<file path="src/rtl/uwire_pkg.sv">
`timescale 1ns/1ps
package uwire_pkg;

   typedef enum logic [2:0] {
      CMD_READ      = 3'd0,
      CMD_WRITE     = 3'd1,
      CMD_ERASE     = 3'd2,
      CMD_ERASE_ALL = 3'd3,
      CMD_WRITE_ALL = 3'd4,
      CMD_WR_EN     = 3'd5,
      CMD_WR_DIS    = 3'd6
   } cmd_e;

   typedef enum logic [2:0] {
      ST_IDLE,
      ST_SHIFT,
      ST_DESEL,
      ST_POLL,
      ST_TAIL
   } state_e;

endpackage

</file>
<file path="src/rtl/uwire_sk_gen.sv">
`timescale 1ns/1ps
module uwire_sk_gen #(
   parameter int DIV = 4
) (
   input  logic clk,
   input  logic rst_n,
   input  logic run,
   output logic tick
);

   generate
      if (DIV < 1) begin : g_bad_div
         $error("uwire_sk_gen: DIV must be at least 1");
      end

      if (DIV == 1) begin : g_direct
         assign tick = run;
      end else begin : g_count
         localparam int CTW = $clog2(DIV);
         logic [CTW-1:0] cnt;

         always_ff @(posedge clk or negedge rst_n) begin
            if (!rst_n)
               cnt <= '0;
            else if (!run || cnt == CTW'(DIV - 1))
               cnt <= '0;
            else
               cnt <= cnt + 1'b1;
         end

         assign tick = run && (cnt == CTW'(DIV - 1));

         // half-periods longer than one clock never tick back to back
         assert_tick_gap_R2: assert property (@(posedge clk) disable iff (!rst_n)
            tick |=> !tick);
      end
   endgenerate

endmodule

</file>
<file path="src/rtl/uwire_frame.sv">
`timescale 1ns/1ps
module uwire_frame
   import uwire_pkg::*;
#(
   parameter  int AW   = 6,
   parameter  int DW   = 16,
   localparam int CMDW = 3 + AW,
   localparam int FW   = CMDW + DW,
   localparam int CW   = $clog2(FW + 2)
) (
   input  logic [2:0]    op,
   input  logic [AW-1:0] addr,
   input  logic [DW-1:0] data,
   output logic [FW-1:0] frame,
   output logic [CW-1:0] nclk,
   output logic          legal,
   output logic          prog,
   output logic          is_rd
);

   logic [1:0]    opb;
   logic [AW-1:0] af;
   logic [DW-1:0] df;

   always_comb begin
      opb   = 2'b00;
      af    = addr;
      df    = '0;
      nclk  = CW'(CMDW);
      legal = 1'b1;
      prog  = 1'b0;
      is_rd = 1'b0;
      case (op)
         CMD_READ: begin
            opb   = 2'b10;
            nclk  = CW'(CMDW + DW + 1);
            is_rd = 1'b1;
         end
         CMD_WRITE: begin
            opb  = 2'b01;
            df   = data;
            nclk = CW'(FW);
            prog = 1'b1;
         end
         CMD_ERASE: begin
            opb  = 2'b11;
            prog = 1'b1;
         end
         CMD_ERASE_ALL: begin
            af            = '0;
            af[AW-1 -: 2] = 2'b10;
            prog          = 1'b1;
         end
         CMD_WRITE_ALL: begin
            af            = '0;
            af[AW-1 -: 2] = 2'b01;
            df            = data;
            nclk          = CW'(FW);
            prog          = 1'b1;
         end
         CMD_WR_EN: begin
            af            = '0;
            af[AW-1 -: 2] = 2'b11;
         end
         CMD_WR_DIS: begin
            af = '0;
         end
         default: legal = 1'b0;
      endcase
      frame = {1'b1, opb, af, df};
   end

endmodule

</file>
<file path="src/rtl/uwire_host.sv">
`timescale 1ns/1ps
module uwire_host
   import uwire_pkg::*;
#(
   parameter int AW          = 6,
   parameter int DW          = 16,
   parameter int DIV         = 4,
   parameter int CSMIN_TICKS = 2,
   parameter int POLL_LIMIT  = 1000000
) (
   input  logic          clk,
   input  logic          rst_n,
   input  logic          req_valid,
   output logic          req_ready,
   input  logic [2:0]    req_op,
   input  logic [AW-1:0] req_addr,
   input  logic [DW-1:0] req_data,
   output logic          rd_valid,
   output logic [DW-1:0] rd_data,
   output logic          cmd_done,
   output logic          cmd_err,
   output logic          ser_clk,
   output logic          chip_sel,
   output logic          ser_out,
   input  logic          ser_in
);

   localparam int CMDW = 3 + AW;
   localparam int FW   = CMDW + DW;
   localparam int CW   = $clog2(FW + 2);
   localparam int DCW  = $clog2(CSMIN_TICKS + 1);
   localparam int TW   = $clog2(POLL_LIMIT + 1);

   generate
      if (AW < 2) begin : g_bad_aw
         $error("uwire_host: AW must be at least 2");
      end
      if (DW < 2) begin : g_bad_dw
         $error("uwire_host: DW must be at least 2");
      end
      if (CSMIN_TICKS < 1) begin : g_bad_cs
         $error("uwire_host: CSMIN_TICKS must be at least 1");
      end
      if (POLL_LIMIT < 2) begin : g_bad_poll
         $error("uwire_host: POLL_LIMIT must be at least 2");
      end
   endgenerate

   state_e         state;
   logic [FW-1:0]  tx;
   logic [DW-1:0]  rx;
   logic [CW-1:0]  idx, nclk_q;
   logic [DCW-1:0] dcnt;
   logic [TW-1:0]  tmo;
   logic           rd_q, prog_q, err_pend;
   logic           cs_q, sk_q, done_q, err_q, rdv_q;
   logic           tick;

   logic [FW-1:0]  f_frame;
   logic [CW-1:0]  f_nclk;
   logic           f_legal, f_prog, f_rd;

   uwire_frame #(.AW(AW), .DW(DW)) frame_i (
      .op    (req_op),
      .addr  (req_addr),
      .data  (req_data),
      .frame (f_frame),
      .nclk  (f_nclk),
      .legal (f_legal),
      .prog  (f_prog),
      .is_rd (f_rd)
   );

   uwire_sk_gen #(.DIV(DIV)) skgen_i (
      .clk   (clk),
      .rst_n (rst_n),
      .run   (state != ST_IDLE),
      .tick  (tick)
   );

   always_ff @(posedge clk or negedge rst_n) begin
      if (!rst_n) begin
         state    <= ST_IDLE;
         tx       <= '0;
         rx       <= '0;
         idx      <= '0;
         nclk_q   <= '0;
         dcnt     <= '0;
         tmo      <= '0;
         rd_q     <= 1'b0;
         prog_q   <= 1'b0;
         err_pend <= 1'b0;
         cs_q     <= 1'b0;
         sk_q     <= 1'b0;
         done_q   <= 1'b0;
         err_q    <= 1'b0;
         rdv_q    <= 1'b0;
      end else begin
         done_q <= 1'b0;
         err_q  <= 1'b0;
         rdv_q  <= 1'b0;
         case (state)
            ST_IDLE: begin
               if (req_valid) begin
                  if (!f_legal) begin
                     done_q <= 1'b1;
                     err_q  <= 1'b1;
                  end else begin
                     tx       <= f_frame;
                     nclk_q   <= f_nclk;
                     rd_q     <= f_rd;
                     prog_q   <= f_prog;
                     idx      <= '0;
                     rx       <= '0;
                     err_pend <= 1'b0;
                     cs_q     <= 1'b1;
                     sk_q     <= 1'b0;
                     state    <= ST_SHIFT;
                  end
               end
            end
            ST_SHIFT: begin
               if (tick) begin
                  if (!sk_q) begin
                     sk_q <= 1'b1;
                     if (rd_q && idx > CW'(CMDW))
                        rx <= {rx[DW-2:0], ser_in};
                  end else begin
                     sk_q <= 1'b0;
                     if (idx == nclk_q - 1'b1) begin
                        cs_q  <= 1'b0;
                        tx    <= '0;
                        dcnt  <= '0;
                        state <= prog_q ? ST_DESEL : ST_TAIL;
                     end else begin
                        idx <= idx + 1'b1;
                        tx  <= tx << 1;
                     end
                  end
               end
            end
            ST_DESEL: begin
               if (tick) begin
                  if (dcnt == DCW'(CSMIN_TICKS - 1)) begin
                     cs_q  <= 1'b1;
                     tmo   <= '0;
                     state <= ST_POLL;
                  end else begin
                     dcnt <= dcnt + 1'b1;
                  end
               end
            end
            ST_POLL: begin
               tmo <= tmo + 1'b1;
               if (tick && ser_in) begin
                  cs_q  <= 1'b0;
                  dcnt  <= '0;
                  state <= ST_TAIL;
               end else if (tmo == TW'(POLL_LIMIT - 1)) begin
                  cs_q     <= 1'b0;
                  err_pend <= 1'b1;
                  dcnt     <= '0;
                  state    <= ST_TAIL;
               end
            end
            ST_TAIL: begin
               if (tick) begin
                  if (dcnt == DCW'(CSMIN_TICKS - 1)) begin
                     done_q   <= 1'b1;
                     err_q    <= err_pend;
                     err_pend <= 1'b0;
                     rdv_q    <= rd_q;
                     state    <= ST_IDLE;
                  end else begin
                     dcnt <= dcnt + 1'b1;
                  end
               end
            end
            default: state <= ST_IDLE;
         endcase
      end
   end

   assign req_ready = (state == ST_IDLE);
   assign ser_clk   = sk_q;
   assign chip_sel  = cs_q;
   assign ser_out   = tx[FW-1];
   assign rd_data   = rx;
   assign rd_valid  = rdv_q;
   assign cmd_done  = done_q;
   assign cmd_err   = err_q;

   // outgoing data holds while the serial clock is high
   assert_di_steady_R2: assert property (@(posedge clk) disable iff (!rst_n)
      (ser_clk && $past(ser_clk)) |-> $stable(ser_out));

   // the commit drop of select coincides with the clock fall
   assert_commit_window_R4: assert property (@(posedge clk) disable iff (!rst_n)
      ($fell(chip_sel) && state == ST_DESEL) |-> $fell(ser_clk));

   // no serial clock edges while polling status
   assert_poll_sk_idle_R6: assert property (@(posedge clk) disable iff (!rst_n)
      (state == ST_POLL) |-> !ser_clk);

   // read data is only flagged at completion
   assert_rdvalid_done_R3: assert property (@(posedge clk) disable iff (!rst_n)
      rd_valid |-> cmd_done);

   // errors are only reported at completion
   assert_err_done_R7: assert property (@(posedge clk) disable iff (!rst_n)
      cmd_err |-> cmd_done);

   // an illegal code finishes at once without selecting the device
   assert_bad_code_R8: assert property (@(posedge clk) disable iff (!rst_n)
      (req_valid && req_ready && req_op == 3'd7) |=> (cmd_done && cmd_err && !chip_sel));

   // an idle controller leaves the serial lines quiet
   assert_idle_quiet_R9: assert property (@(posedge clk) disable iff (!rst_n)
      req_ready |-> (!chip_sel && !ser_clk));

endmodule

</file>
<file path="config.mk">
export PLATFORM = sky130hd
export DESIGN_NAME = uwire_host
export DESIGN_NICKNAME = d
export VERILOG_FILES = /design/src/rtl/uwire_pkg.sv /design/src/rtl/uwire_sk_gen.sv /design/src/rtl/uwire_frame.sv /design/src/rtl/uwire_host.sv
export SDC_FILE = /design/constraint.sdc
export NUM_CORES = 1
export LEC_CHECK = 0
export BUFFER_PORTS_ARGS = -buffer_cell sky130_fd_sc_hd__clkbuf_2
export CAP_MARGIN = 20
export CORE_MARGIN = 5
export CORE_UTILIZATION = 38
export DETAILED_ROUTE_END_ITERATION = 16
export GPL_ROUTABILITY_DRIVEN = 0
export HOLD_SLACK_MARGIN = 0.05
export SKIP_CTS_REPAIR_TIMING = 1
export SYNTH_ARGS = -nofsm -noshare
export SYNTH_HDL_FRONTEND = slang
export SYNTH_SLANG_ARGS = --single-unit
export TNS_END_PERCENT = 50
</file>
<file path="constraint.sdc">
create_clock -name clk -period 4.8 [get_ports clk]
set_input_delay 0.96 -clock clk [delete_from_list [all_inputs] [get_ports clk]]
set_output_delay 0.96 -clock clk [all_outputs]
set_load 0.1 [all_outputs]
</file>
; ---- After elaboration in Yosys (flattened, before gate mapping)
; Index checks and enable logic that the tools add are counted.
[word_totals]
memories = 0
latch_bits = 0
romBits = 0
in_bits = 29
ff_bits = 86
ramBits = 0
out_inout_bits = 23
[classes]
reduce_logical = 27
div = 0
shifts = 0
n_mux = 81
mul = 0
n_lt_le_gt_ge = 1
eq_ne = 31
n_bitwise = 0
addsub = 5
[op_table]
columns = op, count
row1 = $mux W25, 5
row2 = $mux W16, 6
row3 = $pmux W25 S2, 1
row4 = $mux W20, 2
row5 = $pmux W20 S2, 1
row6 = $mux W3, 12
row7 = $pmux W16 S2, 1
row8 = $mux W1, 29
row9 = $ne A2 B2 Y1 const B, 14
row10 = $mux W5, 5
row11 = $pmux W6 S4, 1
row12 = $add A20 B1 Y20 const B, 1
row13 = $eq A20 B20 Y1 const B, 1
row14 = $pmux W5 S2, 2
row15 = $mux W2, 8
row16 = $pmux W3 S5, 1
row17 = $reduce_and A7 Y1, 2
row18 = $eq A3 B2 Y1 const B, 4
row19 = $eq A3 B3 Y1 const B, 4
row20 = $pmux W2 S3, 2
row21 = $reduce_and A6 Y1, 2
row22 = $reduce_and A10 Y1, 1
row23 = $reduce_and A9 Y1, 1
row24 = $reduce_bool A3 Y1, 3
row25 = other kinds (25), 36

; ---- Longest topological paths before layout
; Gate-level depths: netlist of the first run.
[depth]
ltp_word = 6
depth_mapped = 10

; ---- Hierarchy
; A second synthesis of the first run with hierarchy kept.
[unflattened]
cells_unflattened = 506
hier_area_um2 = 4810.9
[by_module_without_submodules]
columns = module, cells_per_inst, n_inst, area_per_inst_um2
row1 = uwire_host, 451, 1, 4282.9
row2 = uwire_frame, 49, 1, 436.7
row3 = uwire_sk_gen, 6, 1, 91.3

; ---- Worst setup path after synthesis of the first run
; No wires, ideal clock.
[synth_timing]
path_kind = reg-to-reg
from = reg state[0]
to = reg rx[10] (netlist: rd_data[10])
required_time_ns = 4.720
stages_incl_launch_ff = 9
arrival_ns = 3.083
synth_period_minus_slack_ns = 3.162
path_buffers = 3
path_slack_ns = 1.638
path_cell_list = dfrtp_1 > buf_2 > nor3_2 > nand2_1 > a21oi_1 > a21boi_0 > buf_2 > buf_4 > mux2i_1
[synth_via]
elab_cells_between_ends = 12
cone_classes = 6 x eq/ne / 1 x mux / 5 x reduce/logical
[synth_rtl]
columns = item, line_no
row1 = start: declaration, uwire_host.sv:49  ; state_e state;
row2 = start signal: assignment, uwire_host.sv:134  ; state <= prog_q ? ST_DESEL : ST_TAIL;
row3 = $logic_not A3 Y1 *, n/a
row4 = named net req_ready, uwire_host.sv:14  ; output logic req_ready,
row5 = "$ne A2 B1 Y1 (no line), or another cell as far along", n/a
row6 = $reduce_and A6 Y1 (no line), n/a
row7 = end signal: assignment, uwire_host.sv:127  ; rx <= {rx[DW-2:0], ser_in};
row8 = end: declaration, uwire_host.sv:51  ; logic [DW-1:0] rx;
; The timed path passes the listed nets; every way through them passes the cells marked *.
; A chain may end at the register's enable or synchronous reset.

; ---- Worst setup path in the final report of the first run
[layout_timing]
from = reg state[0]
to = reg rx[13] (netlist: rd_data[13])
[layout_via]
elab_chain_len = 4
elab_cells_between_ends = 12
cone_classes = 6 x eq/ne / 1 x mux / 5 x reduce/logical
[layout_lines]
columns = item, line_no
row1 = $reduce_bool A3 Y1, uwire_host.sv:77  ; .run (state != ST_IDLE),
row2 = $logic_and A1 B1 Y1, uwire_sk_gen.sv:31  ; assign tick = run && (cnt == CTW'(DIV - 1));
row3 = $ne A2 B2 Y1 (no line), n/a
row4 = $reduce_and A6 Y1 (no line), n/a
; Several ways; a longest one is shown, not always the timed one.

==> reports/results.ini, run 1 <==
[setup_path]
required_ns=5.05
critical_path_class=flop to flop
endpoint_kind=flop
arrival_ns=3.32
worstSetupStartpointType=flop
crit_fanout=29

[detailed_routing]
drc=0
ant_nets=0
vias=3321
viasPerCell=5.27
initialDrtViolationCount=253
wl_per_cell_um=15.1
first_pass_iters=4
wl_um=9510

[final_layout]
final_util_pct=45.8
drive_gt1_share_pct=17.6
final_cell_mix=dfrtp_1 (84), nor2_1 (68), clkbuf_2 (50)
fin_nets=522
final_common_cell=dfrtp_1
diodes=0
syn2layout_area_growth_pct=17.0

[timing]
max_freq_ghz=0.326
hold_violations=0
worst_pin_slew_ns=1.12
fin_ws_ns=1.73
layout_min_cycle_time_ns=3.07
period_share_pct=63.9
slew_headroom_pct=25.2
maxSlewViolCount=0
fin_skew_ns=0.00639
setup_tns_ns=0
setup_violations=0
rsz0062_at_grt=no

[synthesis]
syn_area_um2=4300
synthFlopType=dfrtp_1
synth-seq-cells=84
yosysTopAreaCellShare_pct=48.9
synth_cell_type_count=56
synth_edf_count=0
synth.yosys.seq_area_share_pct=48.9
yosysWarnings=0
synthArstFlopShare_pct=100
synthCells=445
synth_area_leader_cell=dfrtp_1
syn-num-nets=481
avgSynthCellArea_um2=9.67
synthTopCellsByArea=dfrtp_1 (49%), nor2_1 (5.9%), mux2i_1 (4.4%), a221oi_1 (4.1%), xor2_1 (3.7%)

[grt]
grt-busiest-layer=met2
grt_pass1_wl_um=15700
grt_pass1_vias=3151
use_met3_pct=4.25
use_met2_pct=22.0
met1_usage_pct=20.1
gr-total-overflow=0
antenna_found_initial=0
track_usage_pct=14.5
grt_max_degree=85

[pwr]
power.switching_w=0.00148
p_clk_share_pct=22.4
p_int_w=0.00183
seqPwrFrac_pct=34.6
p_comb_share_pct=43.0
leakage_nw=2.27
power_density_nw_per_um2=657
power.share.switching_pct=44.8
ir_drop_uv=444
finalPower_w=0.00331

[floorplan]
die_x_um=116
dieArea_um2=13600
fp-row-count=38
initial_core_util_pct=39.2
io_pins=52
coreArea_um2=11000
die_y_um=116

[placement]
dpl.hpwl_um=6470
post-place-ws_ns=1.54
portBuffers=51

[cts]
numCtsBuffers=9
clockRootBuffer=clkbuf_16
cts_tree=yes
cts.sinks=84
cts_buffer_depth=2
htreeDepth=3
cts.clk_slew.worst_paths_ns=0.06
clock_latency_ns=0.33

[outcome]
status=complete, no violations

[hold_path]
hold_class=flop to flop

[job]
cap_violations=0

-- power groups by stage --
stage | clock network, W | logic [W] | registers [W]
4_1_cts | 0.000762 | 0.00141 | 0.00115
5_1_grt | 0.000789 | 0.00155 | 0.00118
2_1_floorplan | 0 | 0.000799 | 0.00148
3_3_place_gp | 0 | 0.00139 | 0.00115
6_report | 0.000741 | 0.00142 | 0.00114
3_5_place_dp | 0 | 0.00141 | 0.00116
-- cells in the mapped netlist, types with 2 or more instances --
| library cell | instances |
|---|---|
| a211o_1 | 3 |
| a211oi_1 | 2 |
| a21boi_0 | 2 |
| a21o_1 | 6 |
| a21oi_1 | 14 |
| a221oi_1 | 20 |
| a31oi_1 | 3 |
| a32o_1 | 2 |
| and2_1 | 2 |
| and3_1 | 5 |
| and4_1 | 2 |
| buf_1 | 3 |
| buf_2 | 9 |
| clkbuf_1 | 14 |
| dfrtp_1 | 84 |
| ha_1 | 7 |
| inv_1 | 25 |
| mux2_2 | 2 |
| mux2i_1 | 19 |
| nand2_1 | 34 |
| nand2b_1 | 2 |
| nand3_1 | 12 |
| nand4_1 | 13 |
| nor2_1 | 68 |
| nor2b_1 | 3 |
| nor3_1 | 9 |
| nor3_2 | 4 |
| nor4_1 | 3 |
| o211ai_1 | 2 |
| o21ai_0 | 17 |
| o31ai_1 | 2 |
| or3_1 | 2 |
| or4_1 | 2 |
| xnor2_1 | 9 |
| xor2_1 | 18 |
-- logic make-up (layout without fill, tap and decap cells) --
| kind of cell | count (synthesis) | in the layout | synth area share, % |
|---|---|---|---|
| flip-flops | 84 | 84 | 48.9 |
| AND/OR/NAND/NOR | 169 | 169 | 19.5 |
| XOR/XNOR | 27 | 27 | 5.50 |
| buffers and inverters | 52 | 97 | 4.89 |
| AO/OA/AOI/OAI | 83 | 83 | 13.7 |
| multiplexers | 23 | 23 | 5.55 |
| adder cells (fa/ha/maj) | 7 | 7 | 2.04 |
-- path summary, 6_finish.rpt --
path / from / endpoint / slack [ns] / depth (start not counted)
worst max-delay path: state[0]$_DFFE_PN0P_ / rd_data[13]$_DFFE_PN0P_ / 1.73 / 6
worst min-delay path: skgen_i.g_count.cnt[0]$_DFF_PN0_ / skgen_i.g_count.cnt[0]$_DFF_PN0_ / 0.44 / 1
worst max register to register: state[0]$_DFFE_PN0P_ / rd_data[13]$_DFFE_PN0P_ / 1.73 / 6
worst min register to register: skgen_i.g_count.cnt[0]$_DFF_PN0_ / skgen_i.g_count.cnt[0]$_DFF_PN0_ / 0.44 / 1
max in group asynchronous: rst_n / rd_data[0]$_DFFE_PN0P_ / 3.71 / 2
min in group asynchronous: rst_n / rd_data[15]$_DFFE_PN0P_ / 0.47 / 1
-- layer usage --
layer  vias up  part of all wire (%)  wire length (um)
li1       1644                     -                 -
met1      1607                    48              4580
met2        66                    45              4330
met3         4                   5.6               530
met4         0                  0.85                81
met5         -                     0                 0
-- sequential cells by signal, summed over array words and instances (netlist names), 2 cells and up --
signal / cells
nclk_q: 3
idx: 5
dcnt: 2
tmo: 20
skgen_i.g_count.cnt: 2
tx: 25
rd_data: 16
state: 3
-- critical path, cell delays in order (launching register included) --
cell and delay, ns:
dfrtp_1 0.71, nor3b_4 0.30, buf_4 0.35, nand2_1 0.09
a21oi_1 0.33, a21boi_2 0.92, mux2i_1 0.29
-- final cells by class --
type,instances,area (um^2)
Sequential cell,84,2100
Clock buffer,11,243
Clock inverter,4,73.8
Inverter,25,93.8
Multi-Input combinational cell,309,2000
Tap cell,140,175
Fill cell,1031,5950
Timing Repair Buffer,57,347
-- stage by stage --
stage | cells | cell area, um^2 | hold slack, ns
after floorplan | 445 | 4300 | 0.415
after global placement | 612 | 4650 | 0.426
after detailed placement | 613 | 4660 | 0.438
after CTS | 628 | 4980 | 0.441
after global routing | 630 | 5030 | 0.469
final | 630 | 5030 | 0.436
Power figures use the tool's default switching activity.
==> inputs of run 2 (changes only) <==
==> constraint.sdc (replaced) <==
create_clock -name clk -period 2.5 [get_ports clk]
set_input_delay 0.5 -clock clk [delete_from_list [all_inputs] [get_ports clk]]
set_output_delay 0.5 -clock clk [all_outputs]
set_load 0.1 [all_outputs]
==> reports/results.ini, run 2 (same netlist as run 1, synthesis figures left out) <==
[timing]
hold_violations=0
setup_tns_ns=0
fin_skew_ns=0.00843
fin_ws_ns=0.147
whs_ns=0.149
period_share_pct=94.1
worst_pin_slew_ns=0.565
rsz0062_at_grt=no
slew_headroom_pct=62.5
setup_violations=0
layout_min_cycle_time_ns=2.35
maxSlewViolCount=0
max_freq_ghz=0.425

[placement]
placed_area_um2=4800
portBuffers=51
post-place-ws_ns=0.147
dpl.hpwl_um=6710

[final_layout]
diodes=0
fin_nets=535
syn2layout_area_growth_pct=19.3
drive_gt1_share_pct=20.6
largest-register=tx
final_area_um2=5130
regArea_um2=2100
final_cell_mix=dfrtp_1 (84), nor2_1 (67), clkbuf_2 (50)
fill_cells=1009
final_common_cell=dfrtp_1
multi_input_area_um2=2030
largest_reg_flops=25

[setup_path]
arrival_ns=1.85
critical_path_class=flop to primary output
endpoint_kind=primary output
crit_fanout=12
required_ns=2.00
crit_start=state[1]$_DFFE_PN0P_
worstSetupStartpointType=flop
reg2reg_from=nclk_q[0]$_DFFE_PN0P_

[cts]
cts.sinks=84
htreeDepth=3
numCtsBuffers=9
clock_latency_ns=0.34
cts.clk_slew.worst_paths_ns=0.06
clockRootBuffer=clkbuf_16
cts_tree=yes
cts_buffer_depth=2

[floorplan]
coreArea_um2=11000
fp-row-count=38
die_x_um=116
initial_core_util_pct=39.2
io_pins=52
die_y_um=116
dieArea_um2=13600

[hold_path]
hold_class=primary input to async pin

[pwr]
leakage_nw=2.33
power_density_nw_per_um2=1270
ir_drop_uv=803
finalPower_w=0.00650

[outcome]
status=complete, no violations

[detailed_routing]
initialDrtViolationCount=287
vias=3376
viasPerCell=5.24
wl_per_cell_um=15.0
wl_met2_um=4230
wl_met3_um=476
drc=0
wl_um=9650
ant_nets=0
top_layer=met4
wl_met1_um=4830
first_pass_iters=4

[grt]
grt_pass1_wl_um=16600
grt_max_degree=44
gr-total-overflow=0
grt_pass1_vias=3440
antenna_found_initial=0
track_usage_pct=15.6

[job]
cap_violations=0

[run 2: layout make-up]
class,instances,share of cell area (%)
clock inverter,4,1.41
inverter,25,1.83
clock buffer,12,4.80
multi-input combinational,309,39.6
tap,140,3.41
sequential,84,40.9
timing repair buffer,70,8.04
[run 2: critical path: stages, from the launching register on]
cell and delay (ns):
dfrtp_1 0.56, nor3_4 0.42, clkbuf_2 0.52
[run 2: path summary, 6_finish.rpt]
check,end,slack (ns),depth (start not counted)
worst max-delay path,req_ready,0.15,2
worst min-delay path,rd_data[12]$_DFFE_PN0P_,0.15,1
worst max register to register,dcnt[0]$_DFFE_PN0P_,0.19,8
worst min register to register,skgen_i.g_count.cnt[0]$_DFF_PN0_,0.44,1
max in group asynchronous,tmo[14]$_DFFE_PN0P_,1.71,2
min in group clk,tx[19]$_DFFE_PN0P_,0.41,3
[run 2: through the flow]
| stage | std cells | util [%] |
|---|---|---|
| floorplan | 445 | - |
| finish | 644 | 46.8 |
| global route | 644 | 46.8 |
| global placement | 627 | 43.7 |
| detailed placement | 627 | 43.7 |
| CTS | 643 | 46.6 |
[run 2: where the power goes]
| part | switching (W) | leakage [nW] | internal, W | total (W) |
|---|---|---|---|---|
| clock | 0.000534 | 0.153 | 0.000901 | 0.00144 |
| sequential | 0.000396 | 1.08 | 0.00180 | 0.00220 |
| combinational | 0.00200 | 1.09 | 0.000874 | 0.00287 |
[run 2: per-layer routing]
metal  GRT usage (%)  up-vias
li1                -     1671
met4            5.57        0
met5               0        -
met1            21.2     1633
met2            23.8       64
met3            4.66        8
